===== src/rtl/qcmd_pkg.sv =====
package qcmd_pkg;
  typedef enum logic [2:0] {
    QS_IDLE   = 3'd0,
    QS_PEND   = 3'd1,
    QS_ACTIVE = 3'd2,
    QS_PAUSED = 3'd3,
    QS_DONE   = 3'd4
  } qstate_e;
endpackage


===== src/rtl/qcmd_queue.sv =====
module qcmd_queue
  import qcmd_pkg::*;
#(
  parameter int IDX_W = 6
) (
  input  logic             clk_i,
  input  logic             rst_ni,
  input  logic [IDX_W-1:0] base_i,
  input  logic [IDX_W:0]   limit_i,
  input  logic             cont_i,
  input  logic             trig_i,
  input  logic             clr_i,
  input  logic             pause_ie_i,
  input  logic             cmpl_ie_i,
  input  logic             issue_i,
  input  logic             end_i,
  input  logic             retire_i,
  input  logic             retire_pause_i,
  output logic             want_o,
  output logic             at_end_o,
  output logic [IDX_W-1:0] ptr_o,
  output qstate_e          state_o,
  output logic             pause_flag_o,
  output logic             cmpl_flag_o,
  output logic             ovr_flag_o,
  output logic             pause_irq_o,
  output logic             cmpl_irq_o
);
  qstate_e          state_q;
  logic [IDX_W:0]   ptr_q;
  logic             pause_q, cmpl_q, ovr_q;

  assign want_o       = (state_q == QS_PEND) || (state_q == QS_ACTIVE);
  assign at_end_o     = ptr_q >= limit_i;
  assign ptr_o        = ptr_q[IDX_W-1:0];
  assign state_o      = state_q;
  assign pause_flag_o = pause_q;
  assign cmpl_flag_o  = cmpl_q;
  assign ovr_flag_o   = ovr_q;
  assign pause_irq_o  = pause_q & pause_ie_i;
  assign cmpl_irq_o   = cmpl_q & cmpl_ie_i;

  always_ff @(posedge clk_i or negedge rst_ni) begin
    if (!rst_ni) begin
      state_q <= QS_IDLE;
      ptr_q   <= '0;
      pause_q <= 1'b0;
      cmpl_q  <= 1'b0;
      ovr_q   <= 1'b0;
    end else begin
      if (clr_i) begin
        pause_q <= 1'b0;
        cmpl_q  <= 1'b0;
        ovr_q   <= 1'b0;
      end
      unique case (state_q)
        QS_IDLE: if (trig_i) begin
          state_q <= QS_PEND;
          ptr_q   <= {1'b0, base_i};
        end
        QS_PEND, QS_ACTIVE: begin
          if (trig_i) ovr_q <= 1'b1;   // running subqueue: trigger only flagged
          if (issue_i) begin
            state_q <= QS_ACTIVE;
            ptr_q   <= ptr_q + 1'b1;
          end else if (end_i) begin
            state_q <= QS_DONE;
            cmpl_q  <= 1'b1;
          end else if (retire_i && retire_pause_i) begin
            state_q <= QS_PAUSED;
            pause_q <= 1'b1;
          end
        end
        QS_PAUSED: if (trig_i) state_q <= QS_PEND;
        QS_DONE: if (trig_i && cont_i) begin
          state_q <= QS_PEND;
          ptr_q   <= {1'b0, base_i};
        end
        default: state_q <= QS_IDLE;
      endcase
    end
  end
endmodule


===== src/rtl/qcmd_arb.sv =====
module qcmd_arb (
  input  logic [1:0] want_i,
  input  logic       busy_i,
  output logic       go_o,
  output logic       sel_o
);
  // fixed priority: queue 1 (bit 0) wins; no preemption while busy
  assign go_o  = !busy_i && (|want_i);
  assign sel_o = !want_i[0];
endmodule


===== src/rtl/qcmd_seq.sv =====
module qcmd_seq
  import qcmd_pkg::*;
#(
  parameter int IDX_W = 6,
  parameter int CH_W  = 6,
  parameter int RES_W = 10
) (
  input  logic             clk_i,
  input  logic             rst_ni,
  input  logic [IDX_W-1:0] q2_begin_i,
  input  logic [1:0]       cont_i,
  input  logic [1:0]       trig_i,
  input  logic [1:0]       flag_clr_i,
  input  logic [1:0]       pause_ie_i,
  input  logic [1:0]       cmpl_ie_i,
  output logic [IDX_W-1:0] tbl_addr_o,
  input  logic [CH_W:0]    tbl_data_i,
  output logic             conv_start_o,
  output logic [CH_W-1:0]  conv_chan_o,
  input  logic             conv_done_i,
  input  logic [RES_W-1:0] conv_result_i,
  output logic             res_we_o,
  output logic [IDX_W-1:0] res_addr_o,
  output logic [RES_W-1:0] res_data_o,
  output logic [2:0]       q1_state_o,
  output logic [2:0]       q2_state_o,
  output logic [1:0]       pause_flag_o,
  output logic [1:0]       cmpl_flag_o,
  output logic [1:0]       ovr_flag_o,
  output logic [1:0]       pause_irq_o,
  output logic [1:0]       cmpl_irq_o
);
  localparam int NQ = 2;
  localparam logic [IDX_W:0]  END_IDX = {1'b1, {IDX_W{1'b0}}};
  localparam logic [CH_W-1:0] EOQ_CH  = '1;

  logic [NQ-1:0]    want, at_end, issue_v, end_v, retire_v;
  logic [IDX_W-1:0] qptr [NQ];
  qstate_e          qst  [NQ];
  logic             go, sel, stop, issue;
  logic             busy_q, own_q, pause_q;
  logic [IDX_W-1:0] idx_q;
  logic [CH_W-1:0]  cmd_chan;
  logic             cmd_pause;

  qcmd_arb u_arb (
    .want_i (want),
    .busy_i (busy_q),
    .go_o   (go),
    .sel_o  (sel)
  );

  assign tbl_addr_o = qptr[sel];
  assign cmd_chan   = tbl_data_i[CH_W-1:0];
  assign cmd_pause  = tbl_data_i[CH_W];
  assign stop       = go && (at_end[sel] || (cmd_chan == EOQ_CH));
  assign issue      = go && !stop;

  for (genvar g = 0; g < NQ; g++) begin : g_q
    assign issue_v[g]  = issue && (sel == 1'(g));
    assign end_v[g]    = stop && (sel == 1'(g));
    assign retire_v[g] = busy_q && conv_done_i && (own_q == 1'(g));

    qcmd_queue #(.IDX_W(IDX_W)) u_queue (
      .clk_i          (clk_i),
      .rst_ni         (rst_ni),
      .base_i         ((g == 0) ? '0 : q2_begin_i),
      .limit_i        ((g == 0) ? {1'b0, q2_begin_i} : END_IDX),
      .cont_i         (cont_i[g]),
      .trig_i         (trig_i[g]),
      .clr_i          (flag_clr_i[g]),
      .pause_ie_i     (pause_ie_i[g]),
      .cmpl_ie_i      (cmpl_ie_i[g]),
      .issue_i        (issue_v[g]),
      .end_i          (end_v[g]),
      .retire_i       (retire_v[g]),
      .retire_pause_i (pause_q),
      .want_o         (want[g]),
      .at_end_o       (at_end[g]),
      .ptr_o          (qptr[g]),
      .state_o        (qst[g]),
      .pause_flag_o   (pause_flag_o[g]),
      .cmpl_flag_o    (cmpl_flag_o[g]),
      .ovr_flag_o     (ovr_flag_o[g]),
      .pause_irq_o    (pause_irq_o[g]),
      .cmpl_irq_o     (cmpl_irq_o[g])
    );
  end

  assign q1_state_o = qst[0];
  assign q2_state_o = qst[1];

  always_ff @(posedge clk_i or negedge rst_ni) begin
    if (!rst_ni) begin
      busy_q       <= 1'b0;
      own_q        <= 1'b0;
      pause_q      <= 1'b0;
      idx_q        <= '0;
      conv_start_o <= 1'b0;
      conv_chan_o  <= '0;
      res_we_o     <= 1'b0;
      res_addr_o   <= '0;
      res_data_o   <= '0;
    end else begin
      conv_start_o <= issue;
      res_we_o     <= busy_q && conv_done_i;
      if (issue) begin
        busy_q      <= 1'b1;
        own_q       <= sel;
        idx_q       <= tbl_addr_o;
        pause_q     <= cmd_pause;
        conv_chan_o <= cmd_chan;
      end
      if (busy_q && conv_done_i) begin
        busy_q     <= 1'b0;
        res_addr_o <= idx_q;
        res_data_o <= conv_result_i;
      end
    end
  end
endmodule


===== config.mk =====
export PLATFORM = sky130hd
export DESIGN_NAME = qcmd_seq
export DESIGN_NICKNAME = d
export VERILOG_FILES = /design/src/rtl/qcmd_pkg.sv /design/src/rtl/qcmd_queue.sv /design/src/rtl/qcmd_arb.sv /design/src/rtl/qcmd_seq.sv
export SDC_FILE = /design/constraint.sdc
export NUM_CORES = 1
export LEC_CHECK = 0
export ABC_AREA = 1
export BUFFER_PORTS_ARGS = -buffer_cell sky130_fd_sc_hd__buf_2
export CORE_MARGIN = 5
export CORE_UTILIZATION = 52
export CTS_CLUSTER_DIAMETER = 100
export DETAILED_ROUTE_END_ITERATION = 8
export GPL_TIMING_DRIVEN = 1
export PLACE_DENSITY = 0.79
export SYNTH_ARGS = -nofsm -noshare
export SYNTH_HDL_FRONTEND = slang
export SYNTH_SLANG_ARGS = --single-unit

===== constraint.sdc =====
create_clock -name clk_i -period 2.15 [get_ports clk_i]
set_clock_uncertainty 0.05 [all_clocks]
set_input_delay 0.43 -clock clk_i [delete_from_list [all_inputs] [get_ports clk_i]]
set_output_delay 0.43 -clock clk_i [all_outputs]
set_load 0.02 [all_outputs]

==> impl_table.tex, run 1 <==
\begin{tabular}{lr}
\hline
Metric & Value \\
\hline
\multicolumn{2}{l}{\textbf{Synthesis}} \\
\quad Leading cell types by total area after synthesis & sky130\_fd\_sc\_hd\_\_dfrtp\_1 48\%, sky130\_fd\_sc\_hd\_\_nand2\_1 16\%, sky130\_fd\_sc\_hd\_\_inv\_1 6.0\%, sky130\_fd\_sc\_hd\_\_o21ai\_0 5.2\%, sky130\_fd\_sc\_hd\_\_ha\_1 3.7\% \\
\quad Share of the yosys chip area belonging to registers & 48.2\% \\
\quad Post-synth top area cell & sky130\_fd\_sc\_hd\_\_dfrtp\_1 \\
\quad Avg Synthesized Cell Area & 8.04 um\^{}2 \\
\quad Share of flip-flops with an asynchronous set or reset & 100\% \\
\quad Count of cell types in the netlist & 32 \\
\quad Cells after synthesis & 381 \\
\quad Number of flops mapped to enable cells by yosys & 0 \\
\quad Post-synth top area share & 48.2\% \\
\quad Flops \& latches, synth & 59 \\
\quad YS warnings & 0 \\
\quad Synthesized netlist net count & 426 \\
\quad Primary flip-flop cell chosen by synthesis mapping & sky130\_fd\_sc\_hd\_\_dfrtp\_1 \\
\quad Mapped cell area & 3060 um\^{}2 \\
\multicolumn{2}{l}{\textbf{Worst setup path}} \\
\quad Element type at the critical path start & register \\
\quad Element type at the critical path end & primary output \\
\quad Number of buffers and inverters on the critical path & 3 \\
\quad Critical Path RT & 1.67 ns \\
\quad Crit Path Class & register to primary output \\
\quad Cell with the largest stage delay on the worst path & sky130\_fd\_sc\_hd\_\_dfrtp\_1 \\
\quad Cell family contributing the most delay on the critical path & buffers and inverters \\
\quad Worst path cell trace & inv\_1 -> nand2\_4 -> nand3\_4 -> buf\_4 -> nand2\_1 -> o21ai\_0 -> buf\_2 \\
\quad Slowest cell delay on critical path & 0.39 ns \\
\quad Data arrival time of the worst path & 1.61 ns \\
\quad Largest fanout on the critical path & 6 \\
\multicolumn{2}{l}{\textbf{Power and ir drop}} \\
\quad Peak supply drop & 0.719 mV \\
\quad Switching power of the nets & 2.87 mW \\
\quad Post-layout total power & 6.05 mW \\
\quad Portion of total power attributed to combinational logic & 53.7\% \\
\quad Internal power consumption & 3.19 mW \\
\quad Sequential share of power & 30.5\% \\
\quad Lkg Pwr & 2.10 nW \\
\quad Power density of the placed cells & 1600 nW/um\^{}2 \\
\quad Clock network fraction of total power & 15.8\% \\
\quad Sw Ratio & 47.4\% \\
\multicolumn{2}{l}{\textbf{CTS}} \\
\quad Total clock buffers created by CTS & 9 \\
\quad Clock Latency Late Sink & 0.33 ns \\
\quad TritonCTS clock tree & built \\
\quad Clock Path Buffers & 2 \\
\quad Count of H-tree levels built during CTS & 3 \\
\quad Clk root buf & sky130\_fd\_sc\_hd\_\_clkbuf\_8 \\
\quad Clock sink count & 59 \\
\quad Worst-path clk slew & 0.06 ns \\
\multicolumn{2}{l}{\textbf{STA}} \\
\quad Final period demand of the worst path & 2.09 ns \\
\quad Max Clk Rate & 0.479 GHz \\
\quad Post-route setup TNS & 0 ns \\
\quad Setup Viol. Count Final & 0 \\
\quad Worst slew slack as a fraction of its limit & 66.7\% \\
\quad Part of the cycle the worst path needs & 97.1\% \\
\quad Final number of max-transition violations & 0 \\
\quad Setup slack after layout & 0.0619 ns \\
\quad Transition time at the pin with the least slew margin & 0.499 ns \\
\quad Number of hold violations in the final report & 0 \\
\multicolumn{2}{l}{\textbf{Routing}} \\
\quad Per-cell via count in the routed design & 5.01 \\
\quad Number of nets with antenna violations after detailed routing & 0 \\
\quad Number of DRC markers in iteration 0 & 239 \\
\quad DRT Pass-1 Iters & 4 \\
\quad Aggregate routed wire length & 7.40 mm \\
\quad Vias & 2746 \\
\quad DR DRC count & 0 \\
\quad Average wire length per cell after detail routing & 13.5 um \\
\multicolumn{2}{l}{\textbf{Run}} \\
\quad Max-cap violation count & 0 \\
\multicolumn{2}{l}{\textbf{Cells and area}} \\
\quad Post-synthesis to final-layout area growth & 23.2\% \\
\quad Fraction of layout cells with a size suffix above 1 & 26.4\% \\
\quad Leading cell types in the layout, fill and taps excluded & 128 x sky130\_fd\_sc\_hd\_\_nand2\_1, 79 x sky130\_fd\_sc\_hd\_\_buf\_2, 59 x sky130\_fd\_sc\_hd\_\_dfrtp\_1, 48 x sky130\_fd\_sc\_hd\_\_inv\_1, 27 x sky130\_fd\_sc\_hd\_\_o21ai\_0 \\
\quad Count of inserted antenna diode cells & 0 \\
\quad Number of nets in the layout & 514 \\
\quad Finished Core Util & 64.9\% \\
\quad Leading cell type in the layout, fill and taps excluded & sky130\_fd\_sc\_hd\_\_nand2\_1 \\
\quad Footprint of the flip-flops and latches & 1480 um\^{}2 \\
\quad Non-filler cells in the finished layout & 548 \\
\quad Area used by multi-input combinational logic & 1300 um\^{}2 \\
\quad Fillers & 517 \\
\multicolumn{2}{l}{\textbf{Global route}} \\
\quad Largest net degree at the start of global routing & 40 \\
\quad Vias in the first global route & 2750 \\
\quad Number of antenna violations at the first check in global routing & 0 \\
\quad Wire length of the first global-routing pass & 12.3 mm \\
\quad GRT Resource Usage Total & 21.1\% \\
\quad GRT overflow & 0 \\
\multicolumn{2}{l}{\textbf{Die}} \\
\quad Floorplan die area & 7530 um\^{}2 \\
\quad Floorplan core area & 5820 um\^{}2 \\
\quad Starting Density & 52.7\% \\
\quad Die Y & 86.8 um \\
\quad Top-level I/O count & 82 \\
\quad Num rows & 28 \\
\quad Die span in x & 86.8 um \\
\multicolumn{2}{l}{\textbf{Place}} \\
\quad Number of input and output port buffers inserted & 81 \\
\quad Post-placement setup slack & 0.0859 ns \\
\quad Last weighted congestion value of the routability-driven placer & 0.825 \\
\quad Number of placed cells counting well taps & 524 \\
\quad Dpl hpwl & 5.37 mm \\
\multicolumn{2}{l}{\textbf{Status}} \\
\quad Status & complete, no violations \\
\multicolumn{2}{l}{\textbf{Hold path}} \\
\quad Min-delay worst type & input pin to register \\
\hline
\end{tabular}
[kinds of logic (layout without fill, tap and decap cells)]
| kind of cell | after synthesis | count (layout) | share of synthesized area, % |
|---|---|---|---|
| AO/OA/AOI/OAI | 52 | 52 | 9.39 |
| flip-flops | 59 | 59 | 48.2 |
| buffers and inverters | 69 | 160 | 10.3 |
| XOR/XNOR | 5 | 5 | 1.43 |
| AND/OR/NAND/NOR | 187 | 188 | 27.0 |
| adder cells (fa/ha/maj) | 9 | 9 | 3.68 |
[through the flow]
step / hold slack [ns] / area (um^2)
after floorplan: 0.0844 / 3060
after global placement: 0.363 / 3490
after detailed placement: 0.364 / 3490
after CTS: 0.217 / 3720
after global routing: 0.226 / 3770
final: 0.236 / 3770
[power groups by stage]
stage | clock network, mW | logic, mW | registers (mW)
2_1_floorplan | 0 | 1.92 | 2.14
3_3_place_gp | 0 | 2.90 | 1.84
3_5_place_dp | 0 | 2.97 | 1.87
4_1_cts | 0.978 | 3.10 | 1.85
5_1_grt | 1.04 | 3.60 | 1.91
6_report | 0.954 | 3.25 | 1.85
[worst reg2reg max path, cell delays in order (launching register included)]
cell and delay (ns):
sky130_fd_sc_hd__dfrtp_1 0.37, sky130_fd_sc_hd__inv_1 0.09, sky130_fd_sc_hd__nand2_4 0.13, sky130_fd_sc_hd__nand3_4 0.13
sky130_fd_sc_hd__buf_4 0.16, sky130_fd_sc_hd__buf_4 0.15, sky130_fd_sc_hd__a21oi_4 0.19, sky130_fd_sc_hd__nand2_1 0.14
sky130_fd_sc_hd__inv_1 0.14, sky130_fd_sc_hd__nand3_4 0.13, sky130_fd_sc_hd__nand2_4 0.15, sky130_fd_sc_hd__nand2_1 0.08
sky130_fd_sc_hd__o21ai_0 0.07
[cells in the mapped netlist, types with 2 or more instances]
library cell	count
sky130_fd_sc_hd__nand2_4	2
sky130_fd_sc_hd__nand3_1	20
sky130_fd_sc_hd__nand3_2	2
sky130_fd_sc_hd__a21oi_1	4
sky130_fd_sc_hd__nand3_4	2
sky130_fd_sc_hd__o21ai_1	8
sky130_fd_sc_hd__nand2_1	130
sky130_fd_sc_hd__inv_1	49
sky130_fd_sc_hd__o31ai_1	2
sky130_fd_sc_hd__o21ai_0	32
sky130_fd_sc_hd__xnor2_1	2
sky130_fd_sc_hd__clkbuf_1	6
sky130_fd_sc_hd__buf_6	2
sky130_fd_sc_hd__buf_4	10
sky130_fd_sc_hd__dfrtp_1	59
sky130_fd_sc_hd__nand2_2	2
sky130_fd_sc_hd__nor2_1	15
sky130_fd_sc_hd__nand4_1	4
sky130_fd_sc_hd__ha_1	9
sky130_fd_sc_hd__nor3_1	5
sky130_fd_sc_hd__o22ai_1	3
sky130_fd_sc_hd__xor2_1	3
[state kept, by name, summed over array words and instances, names as in the netlist, 2 cells and up]
name,cells
res_addr_o,6
g_q.u_queue.ovr_flag_o,2
res_data_o,10
conv_chan_o,6
idx_q,6
g_q.u_queue.pause_flag_o,2
g_q.u_queue.cmpl_flag_o,2
g_q.u_queue.ptr_q,14
g_q.u_queue.state_o,6
[area by class of cell]
type / instances / area share (%)
sequential: 59 / 39.1
clock inverter: 5 / 1.46
tap: 75 / 2.49
timing repair buffer: 94 / 13.9
clock buffer: 10 / 3.38
multi-input combinational: 254 / 34.4
inverter: 51 / 5.27
[per-layer routing]
metal | vias to the layer above | routed length (um) | global-route usage [%]
met5 | - | 0 | 0
met4 | 0 | 161 | 10.9
met3 | 15 | 461 | 5.70
met2 | 94 | 3520 | 33.8
met1 | 1254 | 3260 | 26.1
li1 | 1383 | - | -
[path summary, 6_finish.rpt]
path | startpoint | to | slack [ns] | cells after the start
setup / recovery | g_q[0].u_queue.state_o[0] | tbl_addr_o[1] | 0.06 | 7
hold / removal | conv_result_i[6] | res_data_o[6] | 0.24 | 3
setup reg to reg | g_q[0].u_queue.state_o[0] | g_q[1].u_queue.ptr_q[5] | 0.11 | 12
hold reg to reg | res_data_o[6] | res_data_o[6] | 0.43 | 2
max in group asynchronous | rst_ni | res_addr_o[2] | 0.94 | 3
min in group asynchronous | rst_ni | g_q[1].u_queue.ovr_flag_o | 0.54 | 2
[repair_timing]
item | 4_1_cts | 5_1_grt
buffers inserted | 4 | 3
gates resized for setup | 4 | 9
hold endpoints to repair | 14 | 0
pin swaps | 1 | 1
gates cloned | 0 | 1
setup endpoints to repair | 6 | 10
hold buffers | 1 | 0
No activity file was read; power rests on OpenSTA's default activity.
==> inputs of run 2 (changes only) <==
--- a/config.mk
+++ b/config.mk
@@ -12,7 +12,8 @@
 export CTS_CLUSTER_DIAMETER = 100
 export DETAILED_ROUTE_END_ITERATION = 8
 export GPL_TIMING_DRIVEN = 1
-export PLACE_DENSITY = 0.79
+export PLACE_DENSITY = 0.77
 export SYNTH_ARGS = -nofsm -noshare
 export SYNTH_HDL_FRONTEND = slang
+export SYNTH_HIERARCHICAL = 1
 export SYNTH_SLANG_ARGS = --single-unit
==> run 2 against run 1 <==
  * The run now ends with negative setup slack left
  * Non-clock buffer count increased by 27
  * Synthesized cell count increased by 26%
  * First-iteration DRC count decreased by 32%
  * Hold slack got worse by 0.20 ns
  * Critical path depth grew 6
  * Die area increased by 14%
  * Setup slack worse by 0.17 ns
  * Via count grew 26%
  * Critical endpoint is now g_q[1].u_queue/ptr_q[3]
  * Largest power group unchanged
  * Sequential power is 7% higher
==> impl_table.tex, run 2 <==
\begin{tabular}{lr}
\hline
Metric & Value \\
\hline
\multicolumn{2}{l}{\textbf{Synthesis}} \\
\quad Post-synth top area cell & sky130\_fd\_sc\_hd\_\_dfrtp\_1 \\
\quad Count of cell types in the netlist & 29 \\
\quad Leading cell types by total area after synthesis & sky130\_fd\_sc\_hd\_\_dfrtp\_1 42\%, sky130\_fd\_sc\_hd\_\_nand2\_1 20\%, sky130\_fd\_sc\_hd\_\_ha\_1 5.7\%, sky130\_fd\_sc\_hd\_\_inv\_1 5.3\%, sky130\_fd\_sc\_hd\_\_nand3\_1 4.0\% \\
\quad Share of synthesized area spent on multiplexers & 0\% \\
\quad YS warnings & 6 \\
\quad Share of flip-flops with an asynchronous set or reset & 100\% \\
\quad Cell with the most instances after synthesis & sky130\_fd\_sc\_hd\_\_nand2\_1 \\
\quad Basic-gate share of the synthesized area counting and, or, nand and nor cells & 34.1\% \\
\quad Share of the yosys chip area belonging to registers & 41.7\% \\
\quad Complex-gate fraction of the synthesized area & 7.28\% \\
\quad Post-synth top area share & 41.7\% \\
\quad Cells after synthesis & 479 \\
\quad Primary flip-flop cell chosen by synthesis mapping & sky130\_fd\_sc\_hd\_\_dfrtp\_1 \\
\quad Mapped cell area & 3540 um\^{}2 \\
\quad Combinational family with the most area after synthesis & simple AND/OR/NAND/NOR gates \\
\quad Avg Synthesized Cell Area & 7.39 um\^{}2 \\
\quad Number of flops mapped to enable cells by yosys & 0 \\
\quad Flops \& latches, synth & 59 \\
\quad Most common library cells after synthesis & 191 x sky130\_fd\_sc\_hd\_\_nand2\_1, 59 x sky130\_fd\_sc\_hd\_\_dfrtp\_1, 50 x sky130\_fd\_sc\_hd\_\_inv\_1 \\
\quad Post-Synth XOR/XNOR Area & 0.495\% \\
\quad Post-synthesis share of cell area spent on full adders, half adders and majority gates & 5.66\% \\
\multicolumn{2}{l}{\textbf{Power and ir drop}} \\
\quad Sw Ratio & 48.7\% \\
\quad Clock network fraction of total power & 12.2\% \\
\quad Internal power consumption & 4.63 mW \\
\quad Post-layout total power & 9.02 mW \\
\quad Sequential share of power & 21.9\% \\
\quad Portion of total power attributed to combinational logic & 65.9\% \\
\quad Lkg Pwr & 2.61 nW \\
\quad Switching power of the nets & 4.39 mW \\
\quad Power density of the placed cells & 1880 nW/um\^{}2 \\
\quad Peak supply drop & 1.21 mV \\
\multicolumn{2}{l}{\textbf{STA}} \\
\quad Part of the cycle the worst path needs & 105\% \\
\quad Final period demand of the worst path & 2.26 ns \\
\quad Number of hold violations in the final report & 0 \\
\quad Post-route setup TNS & -1.42 ns \\
\quad RSZ-0062 raised after global routing & true \\
\quad Final number of max-transition violations & 0 \\
\quad Setup slack after layout & -0.111 ns \\
\quad Hold slack & 0.0347 ns \\
\quad Max Clk Rate & 0.442 GHz \\
\quad Setup Viol. Count Final & 20 \\
\quad Worst slew slack as a fraction of its limit & 66.8\% \\
\quad Transition time at the pin with the least slew margin & 0.495 ns \\
\multicolumn{2}{l}{\textbf{Routing}} \\
\quad Number of DRC markers in iteration 0 & 163 \\
\quad DRT Pass-1 Iters & 5 \\
\quad Vias & 3460 \\
\quad Average wire length per cell after detail routing & 13.8 um \\
\quad Per-cell via count in the routed design & 5.07 \\
\quad Aggregate routed wire length & 9.44 mm \\
\quad DR DRC count & 0 \\
\quad Number of nets with antenna violations after detailed routing & 0 \\
\multicolumn{2}{l}{\textbf{Global route}} \\
\quad Largest net degree at the start of global routing & 60 \\
\quad Number of antenna violations at the first check in global routing & 0 \\
\quad GRT Resource Usage Total & 21.3\% \\
\quad GRT overflow & 0 \\
\quad Vias in the first global route & 3252 \\
\quad Wire length of the first global-routing pass & 14.6 mm \\
\multicolumn{2}{l}{\textbf{CTS}} \\
\quad Clock Path Buffers & 2 \\
\quad Total clock buffers created by CTS & 9 \\
\quad Count of hold buffers inserted by post-cts repair & 0 \\
\quad Worst-path clk slew & 0.07 ns \\
\quad Clock sink count & 59 \\
\quad Clock Latency Late Sink & 0.34 ns \\
\quad Clk root buf & sky130\_fd\_sc\_hd\_\_clkbuf\_8 \\
\quad Count of H-tree levels built during CTS & 3 \\
\quad TritonCTS clock tree & built \\
\multicolumn{2}{l}{\textbf{Place}} \\
\quad Post-placement setup slack & -0.190 ns \\
\quad Area after DPL & 4210 um\^{}2 \\
\quad Number of placed cells counting well taps & 657 \\
\quad Dpl hpwl & 6.66 mm \\
\quad Last weighted congestion value of the routability-driven placer & 0.872 \\
\quad Number of input and output port buffers inserted & 81 \\
\multicolumn{2}{l}{\textbf{Hold path}} \\
\quad Min-delay worst type & input pin to async pin \\
\multicolumn{2}{l}{\textbf{Cells and area}} \\
\quad Leading cell type in the layout, fill and taps excluded & sky130\_fd\_sc\_hd\_\_nand2\_1 \\
\quad Leading registers by flop count & g\_q.u\_queue/ptr\_q (14), res\_data\_o (10) \\
\quad Max reg flops & 14 \\
\quad Area used by multi-input combinational logic & 2010 um\^{}2 \\
\quad Count of inserted antenna diode cells & 0 \\
\quad Non-Filler Cell Area, Final & 4800 um\^{}2 \\
\quad Fraction of layout cells with a size suffix above 1 & 36.3\% \\
\quad Number of nets in the layout & 651 \\
\quad Leading cell types in the layout, fill and taps excluded & 167 x sky130\_fd\_sc\_hd\_\_nand2\_1, 75 x sky130\_fd\_sc\_hd\_\_buf\_2, 56 x sky130\_fd\_sc\_hd\_\_dfrtp\_1, 42 x sky130\_fd\_sc\_hd\_\_inv\_1, 35 x sky130\_fd\_sc\_hd\_\_buf\_4 \\
\quad Finished Core Util & 71.4\% \\
\quad Non-filler cells in the finished layout & 683 \\
\quad Top reg by flops & g\_q.u\_queue/ptr\_q \\
\quad Post-synthesis to final-layout area growth & 35.6\% \\
\quad Fillers & 542 \\
\quad Footprint of the flip-flops and latches & 1480 um\^{}2 \\
\multicolumn{2}{l}{\textbf{Die}} \\
\quad Starting Density & 52.7\% \\
\quad Top-level I/O count & 82 \\
\quad Floorplan core area & 6720 um\^{}2 \\
\quad Die Y & 92.5 um \\
\quad Num rows & 30 \\
\quad Die span in x & 92.5 um \\
\quad Floorplan die area & 8560 um\^{}2 \\
\multicolumn{2}{l}{\textbf{Status}} \\
\quad Failing checks & negative setup slack \\
\quad Status & complete, but fails checks \\
\multicolumn{2}{l}{\textbf{Worst setup path}} \\
\quad Element type at the critical path end & register \\
\quad Element type at the critical path start & register \\
\quad Data arrival time of the worst path & 2.49 ns \\
\quad Crit Path Class & register to register \\
\quad Largest fanout on the critical path & 6 \\
\quad Critical Path RT & 2.37 ns \\
\multicolumn{2}{l}{\textbf{Run}} \\
\quad Max-cap violation count & 0 \\
\hline
\end{tabular}
==> run 2: area by class of cell <==
cell class | count | share of cell area [%]
multi-input cells | 355 | 41.9
clock inverters | 5 | 1.62
repair buffers | 121 | 16.2
inverters | 53 | 4.46
flip-flops and latches | 59 | 30.8
well taps | 80 | 2.09
clock buffers | 10 | 2.87
==> run 2: cells by family after synthesis <==
logic type	count (synthesis)
compound gates	44
other cells	2
xor+xnor	2
flops	59
simple gates	279
buf+inv	77
fa+ha+maj	16
==> run 2: path summary, 6_finish.rpt <==
check                                             start                          to  slack, ns  depth (start not counted)
max in group asynchronous                        rst_ni     g_q[0].u_queue/ptr_q[4]       1.74                          2
min in group clk_i                     conv_result_i[5]               res_data_o[5]       0.23                          3
worst max register to register  g_q[0].u_queue/ptr_q[2]     g_q[1].u_queue/ptr_q[3]      -0.11                         13
worst min register to register           conv_chan_o[3]              conv_chan_o[3]       0.42                          2
worst min-delay path                             rst_ni  g_q[1].u_queue/cmpl_flag_o       0.03                          2
worst max-delay path            g_q[0].u_queue/ptr_q[2]     g_q[1].u_queue/ptr_q[3]      -0.11                         13
==> run 2: metal layers <==
layer	vias up	GRT usage [%]	wire length [um]
li1	1739	-	-
met1	1609	25.8	4010
met2	96	36.1	4690
met3	16	6.01	561
met4	0	7.43	172
met5	-	0	0
==> run 2: critical path: stages (launching register included) <==
cell                       delay (ns)
sky130_fd_sc_hd__dfrtp_1         0.43
sky130_fd_sc_hd__ha_4            0.25
sky130_fd_sc_hd__a21oi_2         0.11
sky130_fd_sc_hd__o21ai_1         0.07
sky130_fd_sc_hd__nand2_1         0.06
sky130_fd_sc_hd__o211ai_1        0.17
sky130_fd_sc_hd__o21ai_4         0.25
sky130_fd_sc_hd__nand4_1         0.19
sky130_fd_sc_hd__inv_2           0.12
sky130_fd_sc_hd__nand4_1         0.09
sky130_fd_sc_hd__nand2_2         0.14
sky130_fd_sc_hd__buf_12          0.13
sky130_fd_sc_hd__nand3_2         0.06
sky130_fd_sc_hd__nand2_1         0.07
==> run 2: what timing repair did <==
action | in CTS | in global routing
gates resized for setup | 19 | 66
pin swaps | 20 | 26
buffers inserted | 3 | 9
hold endpoints to repair | 0 | 0
endpoints found under the setup margin | 23 | 39
==> run 2: power by group through the flow <==
stage / Clock, mW / Combinational (mW) / Sequential (mW)
after floorplan: 0 / 3.05 / 2.36
after global placement: 0 / 4.71 / 1.95
after detailed placement: 0 / 4.82 / 1.97
after CTS: 1.13 / 5.05 / 1.95
after global routing: 1.17 / 6.51 / 2.04
final: 1.10 / 5.94 / 1.98
